<file path="config.mk">
export PLATFORM = sky130hd
export DESIGN_NAME = ssram_delay_if
export DESIGN_NICKNAME = d
export VERILOG_FILES = /design/src/rtl/ssd_pkg.sv /design/src/rtl/ssd_rd_seq.sv /design/src/rtl/ssd_wr_seq.sv /design/src/rtl/ssd_mem_port.sv /design/src/rtl/ssram_delay_if.sv
export SDC_FILE = /design/constraint.sdc
export NUM_CORES = 1
export LEC_CHECK = 0
export CAP_MARGIN = 0
export CORE_MARGIN = 4
export CORE_UTILIZATION = 40
export DETAILED_ROUTE_END_ITERATION = 8
export PLACE_DENSITY = 0.89
export SYNTH_ARGS = -nofsm -noshare
export SYNTH_HDL_FRONTEND = slang
export SYNTH_SLANG_ARGS = --single-unit
</file>
<file path="constraint.sdc">
create_clock -name clk -period 2.5 [get_ports clk]
set_clock_uncertainty 0.1 [all_clocks]
set_input_delay 0.5 -clock clk [delete_from_list [all_inputs] [get_ports clk]]
set_output_delay 0.5 -clock clk [all_outputs]
set_load 0.1 [all_outputs]
</file>
<file path="src/rtl/ssd_pkg.sv">
package ssd_pkg;

    // Read sequencer: resting state plus two access phases
    typedef enum logic [1:0] {
        RD_P0   = 2'd0,
        RD_P1   = 2'd1,
        RD_REST = 2'd2
    } rd_st_e;

    // Write sequencer: resting state plus two access phases
    typedef enum logic [1:0] {
        WR_P0   = 2'd0,
        WR_P1   = 2'd1,
        WR_REST = 2'd2
    } wr_st_e;

endpackage

</file>
<file path="src/rtl/ssd_rd_seq.sv">
module ssd_rd_seq
    import ssd_pkg::*;
(
    input  logic clk,
    input  logic rst_n,
    input  logic go,
    output logic in_p0,
    output logic in_p1
);

    typedef struct packed {
        rd_st_e st;
    } rd_regs_t;

    rd_regs_t r_d, r_q;

    always_comb begin
        r_d = r_q;
        unique case (r_q.st)
            RD_REST: r_d.st = go ? RD_P0 : RD_REST;
            RD_P0:   r_d.st = RD_P1;
            RD_P1:   r_d.st = go ? RD_P0 : RD_REST;
            default: r_d.st = RD_REST;
        endcase
    end

    always_ff @(posedge clk or negedge rst_n) begin
        if (!rst_n) begin
            r_q.st <= RD_REST;
        end else begin
            r_q <= r_d;
        end
    end

    assign in_p0 = (r_q.st == RD_P0);
    assign in_p1 = (r_q.st == RD_P1);

endmodule

</file>
<file path="src/rtl/ssd_wr_seq.sv">
module ssd_wr_seq
    import ssd_pkg::*;
(
    input  logic clk,
    input  logic rst_n,
    input  logic go,
    output logic in_p0,
    output logic in_p1
);

    typedef struct packed {
        wr_st_e st;
    } wr_regs_t;

    wr_regs_t r_d, r_q;

    always_comb begin
        r_d = r_q;
        unique case (r_q.st)
            WR_REST: r_d.st = go ? WR_P0 : WR_REST;
            WR_P0:   r_d.st = WR_P1;
            WR_P1:   r_d.st = go ? WR_P0 : WR_REST;
            default: r_d.st = WR_REST;
        endcase
    end

    always_ff @(posedge clk or negedge rst_n) begin
        if (!rst_n) begin
            r_q.st <= WR_REST;
        end else begin
            r_q <= r_d;
        end
    end

    assign in_p0 = (r_q.st == WR_P0);
    assign in_p1 = (r_q.st == WR_P1);

endmodule

</file>
<file path="src/rtl/ssd_mem_port.sv">
module ssd_mem_port #(
    parameter int AW = 12,
    parameter int DW = 16
) (
    input  logic          clk,
    input  logic          rst_n,
    input  logic          rd_go,
    input  logic          wr_go,
    input  logic          rd_p0,
    input  logic          wr_p0,
    input  logic [AW-1:0] ctl_addr,
    input  logic [DW-1:0] ctl_wdata,
    input  logic [DW-1:0] mem_din,
    output logic [DW-1:0] ctl_rdata,
    output logic          ctl_wait,
    output logic [AW-1:0] mem_addr,
    output logic          mem_oe_n,
    output logic          mem_we_n,
    output logic [DW-1:0] mem_dout,
    output logic          mem_dq_oe
);

    typedef struct packed {
        logic [AW-1:0] addr;
        logic          oe_n;
        logic          we_n;
        logic [DW-1:0] wdata;
        logic          dq_oe;
        logic [DW-1:0] rdata;
        logic          wait_c;
    } port_regs_t;

    port_regs_t p_d, p_q;

    always_comb begin
        p_d = p_q;
        // address is loaded once per access, at the accepting edge
        if (rd_go || wr_go) begin
            p_d.addr = ctl_addr;
        end
        // strobes are active only in the first phase
        p_d.oe_n   = ~rd_go;
        p_d.we_n   = ~wr_go;
        p_d.wait_c = rd_go | wr_go;
        // write data captured now, driven one clock later
        if (wr_go) begin
            p_d.wdata = ctl_wdata;
        end
        p_d.dq_oe = wr_p0;
        // read word captured at the end of the first phase
        if (rd_p0) begin
            p_d.rdata = mem_din;
        end
    end

    always_ff @(posedge clk or negedge rst_n) begin
        if (!rst_n) begin
            p_q.addr   <= '0;
            p_q.oe_n   <= 1'b1;
            p_q.we_n   <= 1'b1;
            p_q.wdata  <= '0;
            p_q.dq_oe  <= 1'b0;
            p_q.rdata  <= '0;
            p_q.wait_c <= 1'b0;
        end else begin
            p_q <= p_d;
        end
    end

    assign ctl_rdata = p_q.rdata;
    assign ctl_wait  = p_q.wait_c;
    assign mem_addr  = p_q.addr;
    assign mem_oe_n  = p_q.oe_n;
    assign mem_we_n  = p_q.we_n;
    assign mem_dout  = p_q.wdata;
    assign mem_dq_oe = p_q.dq_oe;

endmodule

</file>
<file path="src/rtl/ssram_delay_if.sv">
module ssram_delay_if #(
    parameter int AW = 12,
    parameter int DW = 16
) (
    input  logic          clk,
    input  logic          rst_n,
    input  logic [AW-1:0] ctl_addr,
    input  logic [DW-1:0] ctl_wdata,
    input  logic          ctl_oe_n,
    input  logic          ctl_we_n,
    output logic [DW-1:0] ctl_rdata,
    output logic          ctl_wait,
    output logic [AW-1:0] mem_addr,
    output logic          mem_oe_n,
    output logic          mem_we_n,
    output logic [DW-1:0] mem_dout,
    output logic          mem_dq_oe,
    input  logic [DW-1:0] mem_din
);

    logic rd_p0, rd_p1, wr_p0, wr_p1;
    logic accept, rd_go, wr_go;

    // a new access may start at rest or in the second phase of the last one
    assign accept = ~rd_p0 & ~wr_p0;
    // write has priority when both enables are low
    assign wr_go  = accept & ~ctl_we_n;
    assign rd_go  = accept & ~ctl_oe_n & ctl_we_n;

    ssd_rd_seq u_rd (
        .clk   (clk),
        .rst_n (rst_n),
        .go    (rd_go),
        .in_p0 (rd_p0),
        .in_p1 (rd_p1)
    );

    ssd_wr_seq u_wr (
        .clk   (clk),
        .rst_n (rst_n),
        .go    (wr_go),
        .in_p0 (wr_p0),
        .in_p1 (wr_p1)
    );

    ssd_mem_port #(.AW(AW), .DW(DW)) u_port (
        .clk       (clk),
        .rst_n     (rst_n),
        .rd_go     (rd_go),
        .wr_go     (wr_go),
        .rd_p0     (rd_p0),
        .wr_p0     (wr_p0),
        .ctl_addr  (ctl_addr),
        .ctl_wdata (ctl_wdata),
        .mem_din   (mem_din),
        .ctl_rdata (ctl_rdata),
        .ctl_wait  (ctl_wait),
        .mem_addr  (mem_addr),
        .mem_oe_n  (mem_oe_n),
        .mem_we_n  (mem_we_n),
        .mem_dout  (mem_dout),
        .mem_dq_oe (mem_dq_oe)
    );

endmodule

</file>
**Word-level counts from Yosys, hierarchy flattened**

Index checks and enable logic that the tools add are counted.

- Bitwise operators: 11
- Reduce and logical (&&, ||, !) cells: 5
- Eq/ne operators: 4
- Mux-type cells: 4

Operators with widths:

| kind | number |
|---|---|
| 2-bit case mux with 2 select lines | 2 |
| 1-bit inverter | 6 |
| 1-bit bitwise AND | 4 |
| 2-bit by 1-bit equality test with 1-bit output (second input constant) | 2 |
| 2-bit equality test (second input constant) | 2 |
| 2-bit zero test | 2 |
| 2-bit two-way mux | 2 |
| 2-bit OR reduction | 2 |
| 1-bit logical OR | 1 |
| 1-bit OR | 1 |

- Bits of input ports: 48
- Output and inout bits: 48
- Logic and storage cells: 33
- Bits in registers: 52

**Longest topological paths before layout**

Gate-level depths: netlist of the first run.

- Depth after elaboration: 7
- Gate-level depth with buffers: 6
- Gate-level depth less buffers: 4

**By module**

A second synthesis of the first run with hierarchy kept.

- Cell total of the unflattened synthesis: 119
- Area total of the unflattened synthesis: 2048.2 um^2

By module, submodules not included:

| module | sequential area each (um^2) | area each (um^2) | cells each | times used |
|---|---|---|---|---|
| ssd_mem_port | 1203.7 | 1815.5 | 101 | 1 |
| ssd_rd_seq | 51.3 | 106.4 | 8 | 1 |
| ssd_wr_seq | 51.3 | 106.4 | 8 | 1 |
| ssram_delay_if | 0.0 | 20.0 | 2 | 1 |

**Least setup slack after synthesis of the first run**

OpenSTA, ideal clock, no wires.

- Path kind: reg2reg
- Start point: reg u_rd.r_q[1] (netlist name)
- End point: reg u_port.p_q, in the netlist u_port.mem_dout[1]
- Period minus slack after synthesis: 1.915 ns
- Data arrival time: 1.690 ns
- Buffers on the path: 2
- Cell stages (with the launch flop): 7
- Path slack: 0.585 ns
- Data required time: 2.275 ns
- Library setup time: 0.125 ns
- Cell sequence: dfstp_2 inv_1 ha_1 buf_6 nor3_4 buf_4 mux2_2

- Word-level cells in the longest chain between the ends: 4

RTL lines:

| element | RTL line | source |
|---|---|---|
| start: declaration | ssd_rd_seq.sv:15 | `rd_regs_t r_d, r_q;` |
| start signal: assignment | ssd_rd_seq.sv:31 | `r_q <= r_d;` |
| 2-bit zero test | ssd_rd_seq.sv:35 | `assign in_p0 = (r_q.st == RD_P0);` |
| 1-bit inverter | ssram_delay_if.sv:25 | `assign accept = ~rd_p0 & ~wr_p0;` |
| 1-bit bitwise AND | ssram_delay_if.sv:25 |  |
| 1-bit bitwise AND | ssram_delay_if.sv:27 | `assign wr_go = accept & ~ctl_we_n;` |
| end signal: assignment | ssd_mem_port.sv:66 | `p_q <= p_d;` |
| end: declaration | ssd_mem_port.sv:33 | `port_regs_t p_d, p_q;` |

No other way between the ends.
A chain may end at the register's enable or synchronous reset.

**Worst setup path in the final report of the first run**

- Start point: reg u_rd.r_q[1] (netlist name)
- End point: reg u_port.p_q, in the netlist u_port.mem_addr[0]

- Word-level cells in the longest chain between the ends: 6
- Elaborated cells between the ends (all ways): 7
- Classes of those cells: 5 x bitwise; 2 x reduce/logical

RTL lines:

| element | RTL line | source |
|---|---|---|
| 2-bit zero test (*) | ssd_rd_seq.sv:35 |  |
| 1-bit inverter (*) | ssram_delay_if.sv:25 |  |
| 1-bit bitwise AND (*) | ssram_delay_if.sv:25 |  |
| 1-bit bitwise AND (2 in series) | ssram_delay_if.sv:28 | `assign rd_go = accept & ~ctl_oe_n & ctl_we_n;` |
| 1-bit logical OR (*) | ssd_mem_port.sv:38 | `if (rd_go \|\| wr_go) begin` |

Every way passes the cells marked *; elsewhere a longest branch is shown, timed or not.

==> impl_metrics.csv, run 1 <==
group,metric,value,unit
synth,postSynthCellCount,117,
finish,insertedDiodeCount,0,
route,drc,0,
timing,fin_crit,1.88,ns
timing,finalCritPeriodShare,75.1,%
timing,slew_headroom,59.9,%
synth,synthXorXnorAreaFrac,0,%
synth,yosysWarnings,0,
run_status,status,"finished, final reports clean",
route,ant_nets,0,
critical_path,critPathCaptureType,"flip-flop",
clocking,tritoncts,"done",
synth,syn_area_per_cell,16.9,um^2
timing,fmax,533,MHz
finish,drive_above_1_share,51.6,%
critical_path,cp.arrival,1.97,ns
floorplanning,die_w,78.3,um
timing,whs,0.0866,ns
global_route,antenna_found_initial,0,
finish,layout.nets,272,
floorplanning,core,4750,um^2
timing,tightest_slew,0.601,ns
global_route,grt_overflow,0,
route,vias_per_cell,4.51,
critical_path,reg2reg_depth,5,
global_route,grt_start_max_net_pins,30,
clocking,postCtsResizedCells,0,
route,avgRoutedWirePerCell,14.1,um
critical_path,startpoint_type,"flip-flop",
clocking,cts_setup_buffers,0,
route,routed_wl,4070,um
clocking,postCtsHoldBufs,0,
clocking,htree_levels,2,
critical_path,critical_path_class,"reg2reg",
clocking,cts_buffer_depth,2,
floorplanning,ioPinCount,96,
route,drt_first_pass_iters,2,
floorplanning,die_area,6130,um^2
clocking,root_buffer,"clkbuf_8",
synth,muxShareOfSynthArea,25.6,%
synth,synth_area,1980,um^2
synth,yosys.area_share.adder,2.53,%
critical_path,crit_fanout,13,
placement,gp_congestion,0.708,
timing,rsz0062_at_grt,"no",
clocking,clock-sinks,52,
finish,syn_to_final_growth,51.1,%
timing,tns,0,ns
timing,drv_slew,0,
clocking,cts_inserted_buffers,5,
synth,syn-num-nets,169,
synth,synth_seq_cells,52,
route,vias,1298,
global_route,grt_pass1_vias,1380,
clocking,path_clk_slew,0.10,ns
hold_path,min_path_type,"in2async",
floorplanning,rows,25,
timing,setup-violations-final,0,
synth,ys_types,14,
synth,synth-simple-area-share,2.03,%
synth,synth_top_family_by_area,"multiplexers",
finish,final_cell_mix,"53 x buf_4, 48 x dfrtp_1, 46 x clkdlybuf4s50_1",
floorplanning,start_util,41.6,%
global_route,grt_usage,13.5,%
clocking,clk_latency,0.30,ns
flow_run,maxCapViolCount,0,
route,first_iter_violations,34,
synth,ys_seq_area_share,66.1,%
global_route,grt_first_pass_wirelength,6430,um
critical_path,required,2.59,ns
placement,dp_hpwl,3220,um
floorplanning,die_y,78.3,um
synth,synth_compound_area_share,0.950,%
timing,hold_viol,0,
finish,final_common_cell,"buf_4",
placement,io_buffer_count,95,
[worst paths after layout]
| check | start | endpoint | slack [ns] |
|---|---|---|---|
| setup / recovery | u_rd.r_q[1] | u_port.mem_addr[0] | 0.62 |
| hold / removal | rst_n | u_port.mem_dout[3] | 0.09 |
| setup reg to reg | u_rd.r_q[1] | u_port.mem_addr[0] | 0.62 |
| hold reg to reg | u_port.ctl_rdata[6] | u_port.ctl_rdata[6] | 0.41 |
| max in group asynchronous | rst_n | u_port.ctl_rdata[14] | 1.51 |
| min in group clk | u_port.ctl_rdata[6] | u_port.ctl_rdata[6] | 0.41 |
[cell usage after synthesis]
master	count	area share, %
a211oi_2	1	0.63
a31oi_1	1	0.32
buf_2	1	0.25
buf_4	2	0.76
buf_6	1	0.57
dfrtp_1	48	61
dfstp_2	4	5.3
ha_1	4	2.5
inv_1	6	1.1
mux2_2	45	26
nor2_1	1	0.19
nor2b_1	1	0.32
nor3_4	1	0.82
or4b_4	1	0.70
[per-stage QoR]
stage	instances	utilization, %	cell area, um^2	worst slack, ns
5_1_grt	288	62.8	2990	0.532
3_3_place_gp	280	60.8	2890	0.429
3_5_place_dp	280	60.8	2890	0.406
2_1_floorplan	117	-	1980	0.585
4_1_cts	288	62.8	2990	0.584
6_report	288	62.8	2990	0.623
[state kept, by name, indices dropped and copies added (netlist names)]
register,cells
u_port.ctl_rdata,16
u_port.mem_dout,16
u_port.mem_addr,12
u_rd.r_q,2
u_wr.r_q,2
u_port.ctl_wait,1
u_port.mem_dq_oe,1
u_port.mem_oe_n,1
u_port.mem_we_n,1
[layer usage]
metal / share of wire (%) / global-route usage (%)
met2: 54 / 24.3
met4: 2.2 / 6.47
met1: 38 / 14.9
met3: 6.3 / 3.10
met5: 0 / 0
[cell families (layout without fill, tap and decap cells)]
| family | count (synthesis) | in the layout |
|---|---|---|
| flip-flops | 52 | 52 |
| multiplexers | 45 | 45 |
| buffers and inverters | 10 | 114 |
| adder cells (fa/ha/maj) | 4 | 4 |
| AND/OR/NAND/NOR | 4 | 4 |
| AO/OA/AOI/OAI | 2 | 2 |
[critical path, stage by stage (launching register included)]
cell,delay (ns)
dfstp_2,0.54
inv_1,0.05
ha_1,0.24
a211oi_2,0.23
buf_4,0.24
mux2_2,0.36
[final cells by class]
class,count,area (um^2)
Clock buffer,5,68.8
Clock inverter,3,25.0
Fill cell,386,1770
Inverter,6,22.5
Multi-Input combinational cell,55,616
Sequential cell,52,1310
Tap cell,67,83.8
Timing Repair Buffer,100,863
Power of run 1 is not shown: default switching activity piles up to over one toggle a cycle in this logic, so the estimate is an artifact.
==> run 2: changes to the inputs <==
==> constraint.sdc (replaced) <==
create_clock -name clk -period 1.8 [get_ports clk]
set_clock_uncertainty 0.1 [all_clocks]
set_input_delay 0.36 -clock clk [delete_from_list [all_inputs] [get_ports clk]]
set_output_delay 0.36 -clock clk [all_outputs]
set_load 0.1 [all_outputs]
==> impl_metrics.csv, run 2 (synthesis gave the netlist of run 1 again) <==
group,metric,value,unit
global_route,grt_usage,16.9,%
timing,fin_crit,1.77,ns
route,vias,1356,
placement,gp_congestion,0.762,
global_route,antenna_found_initial,0,
critical_path,critPathCaptureType,"flip-flop",
clocking,tritoncts,"done",
route,routed_wl,5070,um
floorplanning,core,4750,um^2
global_route,grt_pass1_vias,1491,
finish,multi_input_area,674,um^2
finish,design_area,3710,um^2
run_status,status,"finished, final reports clean",
clocking,clk_latency,0.31,ns
timing,drv_slew,0,
route,avgRoutedWirePerCell,17.3,um
flow_run,maxCapViolCount,0,
placement,post-place-ws,-0.141,ns
finish,insertedDiodeCount,0,
clocking,cts_inserted_buffers,5,
global_route,grt_overflow,0,
placement,dpl_cell_area,3560,um^2
timing,setup-violations-final,0,
route,vias_per_cell,4.63,
clocking,clock-sinks,52,
hold_path,min_path_type,"in2async",
critical_path,cp.arrival,1.86,ns
clocking,cts_buffer_depth,2,
timing,finalCritPeriodShare,98.3,%
critical_path,required,1.89,ns
global_route,grt_start_max_net_pins,18,
timing,fmax,565,MHz
route,ant_nets,0,
timing,setup_slack,0.0302,ns
timing,whs,0.389,ns
route,first_iter_violations,41,
timing,tightest_slew,0.376,ns
finish,regArea,1310,um^2
clocking,path_clk_slew,0.09,ns
floorplanning,die_area,6130,um^2
clocking,htree_levels,2,
finish,nFillCells,278,
global_route,grt_first_pass_wirelength,7740,um
timing,slew_headroom,74.9,%
route,drc,0,
route,drt_first_pass_iters,4,
floorplanning,die_w,78.3,um
critical_path,crit_fanout,13,
floorplanning,die_y,78.3,um
finish,final_cell_mix,"48 x buf_12, 48 x dfrtp_1, 46 x clkdlybuf4s50_1",
critical_path,critical_path_class,"reg2reg",
floorplanning,ioPinCount,96,
floorplanning,rows,25,
finish,syn_to_final_growth,87.8,%
timing,hold_viol,0,
placement,dp_hpwl,4010,um
placement,io_buffer_count,95,
clocking,root_buffer,"clkbuf_8",
critical_path,startpoint_type,"flip-flop",
floorplanning,start_util,41.6,%
finish,layout.nets,277,
finish,drive_above_1_share,53.1,%
[run 2: cell count changes in the layout (fill, tap and decap cells not counted), moves of 3 or more]
cell	before	now
buf_4	53	6
mux2_4	0	9
buf_12	0	48
buf_6	0	3
mux2_2	45	36
[run 2: area by class of cell]
cell class / count / area share [%]
clock buffer: 6 / 1.96
clock inverter: 2 / 0.944
inverter: 6 / 0.607
multi-input combinational: 55 / 18.2
sequential: 52 / 35.2
tap: 67 / 2.26
timing repair buffer: 105 / 40.8
[run 2: worst max-delay path, stage by stage (launching register included)]
cell and delay, ns:
dfstp_2 0.54, inv_2 0.05, ha_4 0.18, a211oi_2 0.23, buf_6 0.21, mux2_2 0.35
[run 2: stage by stage]
step           instances  setup TNS (ns)  util (%)
6_report             293               0      78.0
5_1_grt              293         -0.0981      78.0
4_1_cts              292               0      77.4
3_5_place_dp         283           -2.01      74.9
3_3_place_gp         283          -0.913      74.9
2_1_floorplan        117          -0.700         -
[run 2: layer usage]
| metal | GRT usage [%] | share of wire, % | vias up |
|---|---|---|---|
| li1 | - | - | 615 |
| met1 | 17.5 | 35 | 681 |
| met2 | 31.3 | 57 | 55 |
| met3 | 5.62 | 7.3 | 5 |
| met4 | 6.82 | 1.3 | 0 |
| met5 | 0 | 0 | - |
[run 2: final timing paths]
check,start,cells after the start,slack (ns),end
max,u_rd.r_q[1],5,0.03,u_port.mem_addr[4]
min,rst_n,2,0.39,u_port.mem_dout[5]
max reg2reg,u_rd.r_q[1],5,0.03,u_port.mem_addr[4]
min reg2reg,u_port.ctl_rdata[6],1,0.48,u_port.ctl_rdata[6]
max in group asynchronous,rst_n,3,0.62,u_port.mem_we_n
min in group clk,u_port.ctl_rdata[6],1,0.48,u_port.ctl_rdata[6]
[run 2: what timing repair did]
| item | 4_1_cts | 5_1_grt |
|---|---|---|
| endpoints found under the setup margin | 0 | 26 |
| resized for setup | 0 | 4 |
| hold endpoints to repair | 10 | 0 |
| buffers inserted | 0 | 1 |
| hold buffers | 1 | 0 |
Power of run 2 is left out for the same reason.
